**src/rtl/dma_bw_pkg.sv**
```systemverilog
package dma_bw_pkg;
  typedef enum logic [2:0] {
    ST_IDLE = 3'd0,
    ST_OREQ = 3'd1,
    ST_GO   = 3'd2,
    ST_WAIT = 3'd3,
    ST_IREQ = 3'd4
  } seq_state_e;

  typedef enum logic {
    DIR_IN  = 1'b0,
    DIR_OUT = 1'b1
  } seq_dir_e;
endpackage

```
**src/rtl/dma_bw_tclatch.sv**
```systemverilog
module dma_bw_tclatch (
  input  logic clk,
  input  logic rst_n,
  input  logic set_i,
  input  logic clr_i,
  output logic flag_o
);
  logic flag_q, flag_d;

  always_comb begin
    flag_d = flag_q;
    if (clr_i) flag_d = 1'b0;
    if (set_i) flag_d = 1'b1;
  end

  always_ff @(posedge clk or negedge rst_n) begin
    if (!rst_n) flag_q <= 1'b0;
    else        flag_q <= flag_d;
  end

  assign flag_o = flag_q;


  tc_set_src_chk: assert property (@(posedge clk) disable iff (!rst_n)
    $rose(flag_q) |-> $past(set_i));
endmodule

```
**src/rtl/dma_bw_ctrl.sv**
```systemverilog
module dma_bw_ctrl
  import dma_bw_pkg::*;
(
  input  logic clk,
  input  logic rst_n,
  input  logic in_en,
  input  logic out_en,
  input  logic word_mode,
  input  logic tc_flag,
  input  logic dack,
  input  logic hs_done,
  output logic dreq,
  output logic hs_start,
  output logic active,
  output logic lane,
  output logic wmode,
  output logic load_word,
  output logic cap_in,
  output logic ack_take
);
  seq_state_e st_q, st_d;
  seq_dir_e   dir_q, dir_d;
  logic       lane_q, lane_d;
  logic       wm_q, wm_d;
  logic       any_en, last_hs;

  assign any_en  = in_en | out_en;
  assign last_hs = wm_q | lane_q;

  always_comb begin
    st_d   = st_q;
    dir_d  = dir_q;
    lane_d = lane_q;
    wm_d   = wm_q;
    case (st_q)
      ST_IDLE: begin
        if (!tc_flag && in_en) begin
          st_d = ST_GO;  dir_d = DIR_IN;  lane_d = 1'b0; wm_d = word_mode;
        end else if (!tc_flag && out_en) begin
          st_d = ST_OREQ; dir_d = DIR_OUT; lane_d = 1'b0; wm_d = word_mode;
        end
      end
      ST_OREQ: begin
        if (!any_en)   st_d = ST_IDLE;
        else if (dack) begin st_d = ST_GO; lane_d = 1'b0; end
      end
      ST_GO: st_d = ST_WAIT;
      ST_WAIT: begin
        if (hs_done) begin
          if (!any_en)              st_d = ST_IDLE;
          else if (!last_hs)        begin st_d = ST_GO; lane_d = 1'b1; end
          else if (dir_q == DIR_IN) st_d = ST_IREQ;
          else                      st_d = ST_IDLE;
        end
      end
      ST_IREQ: begin
        if (!any_en || dack) st_d = ST_IDLE;
      end
      default: st_d = ST_IDLE;
    endcase
  end

  always_ff @(posedge clk or negedge rst_n) begin
    if (!rst_n) begin
      st_q   <= ST_IDLE;
      dir_q  <= DIR_IN;
      lane_q <= 1'b0;
      wm_q   <= 1'b0;
    end else begin
      st_q   <= st_d;
      dir_q  <= dir_d;
      lane_q <= lane_d;
      wm_q   <= wm_d;
    end
  end

  assign dreq      = (st_q == ST_OREQ) || (st_q == ST_IREQ);
  assign hs_start  = (st_q == ST_GO);
  assign active    = (st_q != ST_IDLE);
  assign lane      = lane_q;
  assign wmode     = wm_q;
  assign load_word = (st_q == ST_OREQ) && dack;
  assign cap_in    = (st_q == ST_WAIT) && hs_done && (dir_q == DIR_IN);
  assign ack_take  = dreq && dack;


  in_req_after_hs_chk: assert property (@(posedge clk) disable iff (!rst_n)
    ($rose(dreq) && dir_q == DIR_IN) |-> $past(hs_done));


  drop_req_chk: assert property (@(posedge clk) disable iff (!rst_n)
    (dreq && !in_en && !out_en) |=> !dreq);


  hs_single_chk: assert property (@(posedge clk) disable iff (!rst_n)
    hs_start |=> !hs_start);
endmodule

```
**src/rtl/dma_bw_lanes.sv**
```systemverilog
module dma_bw_lanes #(
  parameter int DATA_W = 16
) (
  input  logic              clk,
  input  logic              rst_n,
  input  logic              load_word,
  input  logic              cap_in,
  input  logic              lane,
  input  logic              wmode,
  input  logic [DATA_W-1:0] host_wdata,
  input  logic [DATA_W-1:0] per_din,
  output logic [DATA_W-1:0] per_dout,
  output logic [DATA_W-1:0] host_rdata
);
  localparam int LANE_W = DATA_W / 2;
  localparam int NLANE  = 2;

  logic [DATA_W-1:0] out_q;
  logic [DATA_W-1:0] in_q, in_d;
  logic [LANE_W-1:0] out_byte;

  for (genvar g = 0; g < NLANE; g++) begin : g_lane
    logic take;
    assign take = wmode || (lane == g[0]);
    assign in_d[g*LANE_W +: LANE_W] = !take ? in_q[g*LANE_W +: LANE_W] :
                                      (wmode ? per_din[g*LANE_W +: LANE_W]
                                             : per_din[LANE_W-1:0]);
  end

  always_ff @(posedge clk or negedge rst_n) begin
    if (!rst_n)         out_q <= '0;
    else if (load_word) out_q <= host_wdata;
  end

  always_ff @(posedge clk or negedge rst_n) begin
    if (!rst_n)      in_q <= '0;
    else if (cap_in) in_q <= in_d;
  end

  assign out_byte   = lane ? out_q[DATA_W-1:LANE_W] : out_q[LANE_W-1:0];
  assign per_dout   = wmode ? out_q : {{(DATA_W-LANE_W){1'b0}}, out_byte};
  assign host_rdata = in_q;


  byte_hi_zero_chk: assert property (@(posedge clk) disable iff (!rst_n)
    (!wmode && !load_word) |=> (wmode || per_dout[DATA_W-1:LANE_W] == '0));
endmodule

```
**src/rtl/dma_bw_seq.sv**
```systemverilog
module dma_bw_seq #(
  parameter int DATA_W = 16
) (
  input  logic              clk,
  input  logic              rst_n,
  input  logic              in_en,
  input  logic              out_en,
  input  logic              word_mode,
  input  logic              tc_clr,
  output logic              dreq,
  input  logic              dack,
  input  logic              dma_tc,
  input  logic [DATA_W-1:0] host_wdata,
  output logic [DATA_W-1:0] host_rdata,
  output logic              tc_flag,
  output logic              dma_active,
  output logic              hs_start,
  input  logic              hs_done,
  output logic [DATA_W-1:0] per_dout,
  input  logic [DATA_W-1:0] per_din
);
  logic lane, wmode, load_word, cap_in, ack_take;

  dma_bw_ctrl u_ctrl (
    .clk(clk), .rst_n(rst_n), .in_en(in_en), .out_en(out_en),
    .word_mode(word_mode), .tc_flag(tc_flag), .dack(dack), .hs_done(hs_done),
    .dreq(dreq), .hs_start(hs_start), .active(dma_active), .lane(lane),
    .wmode(wmode), .load_word(load_word), .cap_in(cap_in), .ack_take(ack_take)
  );

  dma_bw_lanes #(.DATA_W(DATA_W)) u_lanes (
    .clk(clk), .rst_n(rst_n), .load_word(load_word), .cap_in(cap_in),
    .lane(lane), .wmode(wmode), .host_wdata(host_wdata), .per_din(per_din),
    .per_dout(per_dout), .host_rdata(host_rdata)
  );

  dma_bw_tclatch u_tc (
    .clk(clk), .rst_n(rst_n), .set_i(ack_take && dma_tc), .clr_i(tc_clr),
    .flag_o(tc_flag)
  );


  tc_last_no_req_chk: assert property (@(posedge clk) disable iff (!rst_n)
    (dreq && dack && dma_tc) |=> !dreq);


  active_cover_chk: assert property (@(posedge clk) disable iff (!rst_n)
    (dreq || hs_start) |-> dma_active);


  tc_stray_chk: assert property (@(posedge clk) disable iff (!rst_n)
    (!tc_flag && !(dreq && dack)) |=> !tc_flag);
endmodule

```
**config.mk**
```make
export PLATFORM = sky130hd
export DESIGN_NAME = dma_bw_seq
export DESIGN_NICKNAME = d
export VERILOG_FILES = /design/src/rtl/dma_bw_pkg.sv /design/src/rtl/dma_bw_tclatch.sv /design/src/rtl/dma_bw_ctrl.sv /design/src/rtl/dma_bw_lanes.sv /design/src/rtl/dma_bw_seq.sv
export SDC_FILE = /design/constraint.sdc
export NUM_CORES = 1
export LEC_CHECK = 0
export BUFFER_PORTS_ARGS = -buffer_cell sky130_fd_sc_hd__buf_4
export CORE_MARGIN = 3
export CORE_UTILIZATION = 35
export CTS_BUF_LIST = sky130_fd_sc_hd__clkbuf_16
export CTS_CLUSTER_SIZE = 40
export DETAILED_ROUTE_END_ITERATION = 10
export PLACE_DENSITY_LB_ADDON = 0.3
export SETUP_SLACK_MARGIN = 0.3
export SYNTH_ARGS = -nofsm -noshare
export SYNTH_HDL_FRONTEND = slang
export SYNTH_HIERARCHICAL = 1
export SYNTH_SLANG_ARGS = --single-unit
export TNS_END_PERCENT = 5
```
**constraint.sdc**
```tcl
create_clock -name clk -period 4.15 [get_ports clk]
set_input_delay 0.415 -clock clk [delete_from_list [all_inputs] [get_ports clk]]
set_output_delay 0.415 -clock clk [all_outputs]
set_load 0.005 [all_outputs]
```
* Word-level counts from Yosys, hierarchy flattened
Cells that the tools add are included.
** Cells by class
- Shift operators :: 0
- Equal/unequal tests :: 12
- Reduce and logical (&&, ||, !) cells :: 23
- $lt $le $gt $ge :: 0
- Muxes and demuxes :: 27
- Divide/modulo/power cells :: 0
- $mul :: 0
- Bitwise gates (word level) :: 4
- $add $sub $neg :: 0
** Operator list (number)
- two-way mux 3 bit :: 9
- two-way mux 16 bit :: 1
- two-way mux 8 bit :: 2
- one-hot mux 3 bit (5 select lines) :: 1
- two-way mux 1 bit :: 13
- logical AND 1 bit :: 7
- AND reduction 7 bit :: 1
- equality test 3 x 2 -> 1 bit (second input constant) :: 2
- != test 2 x 1 -> 1 bit (second input constant) :: 3
- != test 2 bit (second input constant) :: 3
- AND reduction 2 bit :: 3
- nonzero test 3 bit :: 2
- logical OR 1 bit :: 4
- AND reduction 4 bit :: 1
- nonzero test 2 bit :: 2
- equality test 3 x 1 -> 1 bit (second input constant) :: 1
- equality test 3 bit (second input constant) :: 1
- logical NOT 3 bit :: 1
- != test 3 x 1 -> 1 bit (second input constant) :: 1
- != test 3 bit (second input constant) :: 1
- one-hot mux 1 bit (3 select lines) :: 1
- logical NOT 1 bit :: 2
- NOT 1 bit :: 2
- bitwise OR 1 bit :: 2
** Storage, ports and cells
- Bits in registers :: 39
- Output and inout bits :: 36
- Bits in latches :: 0
- Memories :: 0
- Logic and storage cells :: 74
- Bits in writable memories :: 0
- Memory bits (read-only) :: 0
- Input bits :: 41

* Logic depth before layout (Yosys ltp)
Gate-level depths: netlist of the first run.
- Depth after elaboration :: 5
- Gate-level depth with buffers :: 8
- Depth with buffers taken out :: 6

* Hierarchy
Netlist of the first run, hierarchy kept.
** Modules (own cells, without submodules)
- dma_bw_lanes :: seq. area each 800.8 µm², instances 1, area each 1503.9 µm², cells an instance 116
- dma_bw_ctrl :: seq. area each 150.1 µm², instances 1, area each 466.7 µm², cells an instance 49
- dma_bw_tclatch :: seq. area each 25.0 µm², instances 1, area each 36.3 µm², cells an instance 3
- dma_bw_seq :: seq. area each 0.0 µm², instances 1, area each 6.3 µm², cells an instance 1

* Least setup slack after synthesis of the first run
Ideal clock, no wire load.
- Path kind :: register to register
- Start :: reg u_ctrl.st_q[1]
- End :: reg u_lanes.in_q[0] (netlist: u_lanes/host_rdata[0])
- Data required time :: 4.025 ns
- Library setup time :: 0.125 ns
- Clock period less this slack :: 1.609 ns
- Setup slack :: 2.541 ns
- Arrival :: 1.484 ns
- Path buffers :: 3
- Cell stages (with the launch flop) :: 9
- Cells stage by stage :: dfrtp_1 buf_4 nand2_1 nor3_1 and2_1 buf_2 nand2b_1 buf_6 mux2_4
** On the way
- Longest elaborated chain between the ends :: 4
** RTL lines
- from (decl) :: line dma_bw_ctrl.sv:21 : seq_state_e st_q, st_d;
- from (signal assigned) :: line dma_bw_ctrl.sv:70 : st_q <= st_d;
- equality test 3 x 2 -> 1 bit :: line dma_bw_ctrl.sv:83 : assign cap_in = (st_q == ST_WAIT) && hs_done && (dir_q == DIR_IN);
- logical AND 1 bit (2 in a row) :: line dma_bw_ctrl.sv:83
- named net cap_in :: line dma_bw_seq.sv:22 : logic lane, wmode, load_word, cap_in, ack_take;
- AND reduction 2 bit (no line)
- to (signal assigned) :: line dma_bw_lanes.sv:37 : else if (cap_in) in_q <= in_d;
- to (decl) :: line dma_bw_lanes.sv:19 : logic [DATA_W-1:0] in_q, in_d;
The timed path passes the listed nets, and every way through them passes these cells.
A chain may end at the register's enable or synchronous reset.

* Worst setup path after layout of the first run
- Start :: reg u_ctrl.wm_q (netlist: u_ctrl/wmode)
- End :: out per_dout[3]
** On the way
- Longest elaborated chain between the ends :: 1
** RTL lines
- from (decl) :: line dma_bw_ctrl.sv:24 : logic wm_q, wm_d;
- from (signal assigned) :: line dma_bw_ctrl.sv:73 : wm_q <= wm_d;
- two-way mux 16 bit :: line dma_bw_lanes.sv:41 : assign per_dout = wmode ? out_q : {{(DATA_W-LANE_W){1'b0}}, out_byte};
- to (decl) :: line dma_bw_seq.sv:19 : output logic [DATA_W-1:0] per_dout,
Every way passes these cells.

==> flow_metrics.py, run 1 <==
metrics = {
    "route": {
        "drtIter0Drc": 38,
        "final_antenna_net_count": 0,
        "routed-via-count": 1542,
        "drc_errors": 0,
        "wl_per_cell_um": 14.4,
        "routed_via_density": 4.91,
        "routed_wl_mm": 4.53,
        "first_pass_iters": 4,
    },
    "clocking": {
        "path_clk_slew_ps": 60,
        "cts_tree": "yes",
        "ctsResizeCount": 0,
        "cts_buffers": 5,
        "htreeDepth": 2,
        "cts.sinks": 39,
        "cts_buffer_depth": 2,
        "root_buffer": "clkbuf_16",
        "clk-insertion-delay-late_ps": 280,
        "post_cts_buffers": 0,
        "cts_hold_buf": 0,
    },
    "timing": {
        "maxSlewViolCount": 0,
        "slew_headroom": 0.538,
        "fin_crit_ps": 2400,
        "fin_crit_sh": 0.577,
        "tns_ps": 0,
        "tightest_slew_ps": 689,
        "grt_setup_unrepaired": "false",
        "fin_ws_ps": 1750,
        "hold_viol": 0,
        "max_freq_ghz": 0.417,
        "setup_violations": 0,
        "fin_skew_ps": 5.00,
        "holdWs_ps": 106,
    },
    "power": {
        "ir_worst_vdd_mv": 0.344,
        "leakage_nw": 1.34,
        "power_density_mw_per_mm2": 727,
        "total_power_mw": 2.01,
    },
    "worst_setup_path": {
        "cp-end-kind": "output port",
        "startpoint_type": "register",
        "crit_path_max_fanout": 17,
        "crit_type": "reg -> out",
        "ff2ff_setup_slack_ps": 1780,
        "critPathArrivalTime_ps": 1980,
        "worst_ep_required_time_ps": 3730,
    },
    "floorplan": {
        "core_region_area_mm2": 0.00534,
        "io_pins": 77,
        "die_h_um": 81.8,
        "initial_core_util": 0.377,
        "num_rows": 26,
        "die-area_mm2": 0.00670,
        "die-width_um": 81.8,
    },
    "yosys": {
        "yosysSeqAreaShare": 0.485,
        "synth_area_mm2": 0.00201,
        "syn-instance-count": 169,
        "yosysMostFrequentCell": "dfrtp_1",
        "synth.top_cells.by_count": "dfrtp_1 (39), mux2_2 (25), nor2_1 (13)",
        "yosysWarnings": 6,
        "synth.area.top_cells": "dfrtp_1 (48%), mux2_2 (14%), mux2_4 (6.7%), and2_1 (3.7%), and3b_1 (3.5%)",
        "synth.avg_cell_area_um2": 11.9,
        "synth_fp_nets": 210,
        "synth_flop_cell": "dfrtp_1",
        "synthArstFlopShare": 1.00,
        "netlist-cell-type-count": 33,
        "synth_top_area_frac": 0.485,
        "synth_top_cell_by_area": "dfrtp_1",
        "synth-seq-cells": 39,
        "synth-edff-count": 0,
    },
    "grt": {
        "first_global_vias": 1539,
        "antenna_found_initial": 0,
        "grt-ovfl-total": 0,
        "grt_pass1_wl_mm": 7.48,
        "grtUsageTotal": 0.145,
        "grt_max_degree": 40,
    },
    "layout": {
        "postLayoutCoreUtil": 0.518,
        "fin_area_mm2": 0.00276,
        "syn2layout_area_growth_pct": 37.2,
        "nNetsFinal": 284,
        "drive_gt1_frac": 0.520,
        "seqCellArea_um2": 976,
        "multi_input_area_um2": 956,
        "num-fill-cells": 498,
        "num_antenna_cells": 0,
        "stdcell_count": 314,
    },
    "place": {
        "gp_congestion": 0.814,
        "dp_slack_ps": 1810,
        "placed_area_mm2": 0.00261,
        "dpl.cell_count": 306,
        "dp_hpwl_mm": 3.41,
        "port_buffers": 76,
    },
    "status": {
        "status": "complete, no violations",
    },
    "hold_path": {
        "holdCritPathClass": "in -> async",
    },
    "job": {
        "drv_cap": 0,
    },
}
## critical path, cell delays in order, from the launching register on
cell	delay (ps)
dfrtp_1	520
nor2b_2	620
mux2_2	420
buf_4	140
## path summary, 6_finish.rpt
check	from	cells past startpoint	end
hold / removal	rst_n	1	u_lanes/out_q[13]
setup reg to reg	u_ctrl/st_q[1]	5	u_lanes/host_rdata[3]
min in group clk	in_en	2	u_ctrl/dir_q
max in group asynchronous	rst_n	1	u_ctrl/st_q[2]
setup / recovery	u_ctrl/wmode	3	per_dout[3]
hold reg to reg	u_lanes/out_q[0]	1	u_lanes/out_q[0]
## layout by cell type (no fill, tap or decap), drive strengths merged
| cell | synthesis | layout |
|---|---|---|
| buf | 9 | 77 |
| dfrtp | 39 | 39 |
| mux2 | 34 | 34 |
| nor2 | 14 | 14 |
| and2 | 12 | 12 |
| nor3 | 12 | 12 |
| o22ai | 9 | 9 |
| and3b | 8 | 8 |
| clkbuf | 1 | 5 |
| inv | 4 | 5 |
| nand2b | 4 | 4 |
| nand2 | 3 | 3 |
| a21oi | 3 | 3 |
| clkinvlp | 0 | 2 |
| a211oi | 2 | 2 |
| o21ai | 2 | 2 |
| or3 | 2 | 2 |
| or2 | 2 | 2 |
| o21ba | 1 | 1 |
| o32a | 1 | 1 |
| o41ai | 1 | 1 |
| a221oi | 1 | 1 |
| o211ai | 1 | 1 |
| mux2i | 1 | 1 |
| a31oi | 1 | 1 |
| nor2b | 1 | 1 |
| a21o | 1 | 1 |
## layer usage
metal,part of all wire,vias up,track usage
met1,0.45,726,0.197
met2,0.46,64,0.225
met5,0,-,0
li1,-,748,-
met3,0.077,4,0.0417
met4,0.0097,0,0.0399
## state kept, by name (all words and copies together) (netlist names)
signal and count:
u_ctrl/wmode 1, u_ctrl/st_q 3, u_ctrl/lane 1, u_tc/flag_o 1, u_lanes/host_rdata 16, u_ctrl/dir_q 1, u_lanes/out_q 16
## logic make-up after synthesis
logic type,Yosys count,share of synthesized area
buffers and inverters,14,0.0404
AND/OR/NAND/NOR,58,0.170
AO/OA/AOI/OAI,23,0.0926
flip-flops,39,0.485
multiplexers,35,0.212
## where the power goes
part	internal [mW]	total (mW)	switching, mW	leakage, nW
combinational	0.582	0.926	0.343	0.786
clock	0.224	0.374	0.150	0.0664
sequential	0.558	0.707	0.149	0.485
total	1.36	2.01	0.642	1.34
## area by class of cell
| class | instances | area share |
|---|---|---|
| clock buffers | 5 | 0.0453 |
| well taps | 70 | 0.0317 |
| multi-input cells | 116 | 0.346 |
| inverters | 4 | 0.00544 |
| clock inverters | 3 | 0.00861 |
| flip-flops and latches | 39 | 0.353 |
| repair buffers | 77 | 0.209 |
Power figures use the tool's default switching activity.
==> run 2: changes to the inputs <==
- clock period: 4.15 -> 2.2 ns (I/O delays scaled with it)
==> run 2 against run 1 <==
Against the previous run: non-clock buffer count increased by 5; power increased by 91%; combinational power increased by 95%; final area increased by 1.3%; final cell count increased by 1.6%; clock power increased by 82%; critical path depth increased by 1; critical path type unchanged; highest routed layer unchanged.
==> flow_metrics.py, run 2 (synthesized netlist as in run 1, its figures left out) <==
metrics = {
    "worst_setup_path": {
        "rr_worst_depth": 5,
        "crit_path_cell_trace": "nor2b_2, buf_4, mux2_2, buf_4",
        "slowest_delay_ps": 500,
        "startpoint_type": "register",
        "crit_type": "reg -> out",
        "worst_path_max_delay_cell": "dfrtp_2",
        "critPathArrivalTime_ps": 1640,
        "crit_path_max_fanout": 13,
        "cp-end-kind": "output port",
        "cpMostUsedCell": "buf_4",
        "worst_ep_required_time_ps": 1980,
        "crit_start": "u_ctrl/wmode",
        "reg2reg_from": "u_ctrl/st_q[1]",
    },
    "layout": {
        "drive_gt1_frac": 0.530,
        "fin_area_mm2": 0.00280,
        "stdcell_count": 319,
        "num_antenna_cells": 0,
        "nNetsFinal": 289,
        "layout_commonest_cell": "buf_4",
        "layout_common_cells": "buf_4 (81), dfrtp_1 (37), mux2_2 (25)",
        "syn2layout_area_growth_pct": 39.0,
    },
    "grt": {
        "antenna_found_initial": 0,
        "grt-ovfl-total": 0,
        "first_global_vias": 1494,
        "grtUsageTotal": 0.145,
        "grt_pass1_wl_mm": 7.45,
        "grt_max_degree": 40,
    },
    "timing": {
        "fin_skew_ps": 4.02,
        "max_freq_ghz": 0.538,
        "setup_violations": 0,
        "tightest_slew_ps": 562,
        "slew_headroom": 0.625,
        "fin_crit_sh": 0.845,
        "maxSlewViolCount": 0,
        "hold_viol": 0,
        "tns_ps": 0,
        "fin_crit_ps": 1860,
        "grt_setup_unrepaired": "true",
    },
    "route": {
        "drtIter0Drc": 34,
        "routed_via_density": 5.01,
        "wl_per_cell_um": 15.2,
        "final_antenna_net_count": 0,
        "routed-via-count": 1599,
        "drc_errors": 0,
        "routed_wl_mm": 4.84,
        "first_pass_iters": 4,
    },
    "clocking": {
        "path_clk_slew_ps": 60,
        "root_buffer": "clkbuf_16",
        "cts_tree": "yes",
        "cts_buffer_depth": 2,
        "cts_buffers": 5,
        "htreeDepth": 2,
        "cts.sinks": 39,
        "clk-insertion-delay-late_ps": 270,
    },
    "place": {
        "dpl.cell_count": 310,
        "dp_hpwl_mm": 3.56,
        "placed_area_mm2": 0.00264,
        "port_buffers": 76,
        "gp_congestion": 0.763,
    },
    "power": {
        "leakage_nw": 1.36,
        "power_density_mw_per_mm2": 1370,
        "ir_worst_vdd_mv": 0.612,
    },
    "floorplan": {
        "io_pins": 77,
        "die-width_um": 81.8,
        "die_h_um": 81.8,
        "initial_core_util": 0.377,
        "core_region_area_mm2": 0.00534,
        "die-area_mm2": 0.00670,
        "num_rows": 26,
    },
    "hold_path": {
        "hold_depth": 2,
        "holdCritPathClass": "in -> reg",
        "hp-start": "in_en",
    },
    "status": {
        "status": "complete, no violations",
    },
    "job": {
        "drv_cap": 0,
    },
}
## run 2: worst max-delay path, delay by kind of cell, from the launching register on
kind	cells	cell delay [ps]
flops	1	500
simple gates	1	180
mux	1	350
buf+inv	2	320
## run 2: worst paths after layout
check | slack, ps | endpoint
min in group asynchronous | 460 | u_lanes/out_q[5]
max in group asynchronous | 1370 | u_ctrl/st_q[0]
min | 170 | u_ctrl/dir_q
min reg2reg | 500 | u_lanes/out_q[3]
max reg2reg | 410 | u_lanes/host_rdata[4]
max | 340 | per_dout[0]
## run 2: repair_timing
action	CTS	global route
buffers inserted	0	0
gates resized for setup	1	2
hold endpoints to repair	39	0
setup endpoints to repair	8	23
cloned	0	0
hold buffers	1	0
## run 2: per-layer routing
layer / global-route usage / wire, µm
met1: 0.191 / 2100
met2: 0.230 / 2290
met3: 0.0417 / 418
met5: 0 / 0
met4: 0.0399 / 27
## run 2: area by class of cell
type / instances / area, µm²
flip-flops and latches: 39 / 978
fillers: 498 / 2540
well taps: 70 / 87.6
inverters: 4 / 15.0
clock buffers: 5 / 125
repair buffers: 82 / 618
clock inverters: 3 / 15.0
multi-input cells: 116 / 958
## run 2: stage by stage
stage                     hold slack [ps]  setup WS, ps  power (mW)  utilization
after floorplan                     -75.6           591        2.39            -
after global placement                225           396        3.12        0.495
after detailed placement              227           358        3.16        0.495
after CTS                             164           334        3.86        0.524
after global routing                  168           281        4.08        0.524
final                                 172           341        3.82        0.524
## run 2: power by group
part / internal (mW) / switching, mW / leakage [nW]
Clock: 0.411 / 0.268 / 0.0649
Sequential: 1.06 / 0.277 / 0.483
Combinational: 1.13 / 0.681 / 0.812
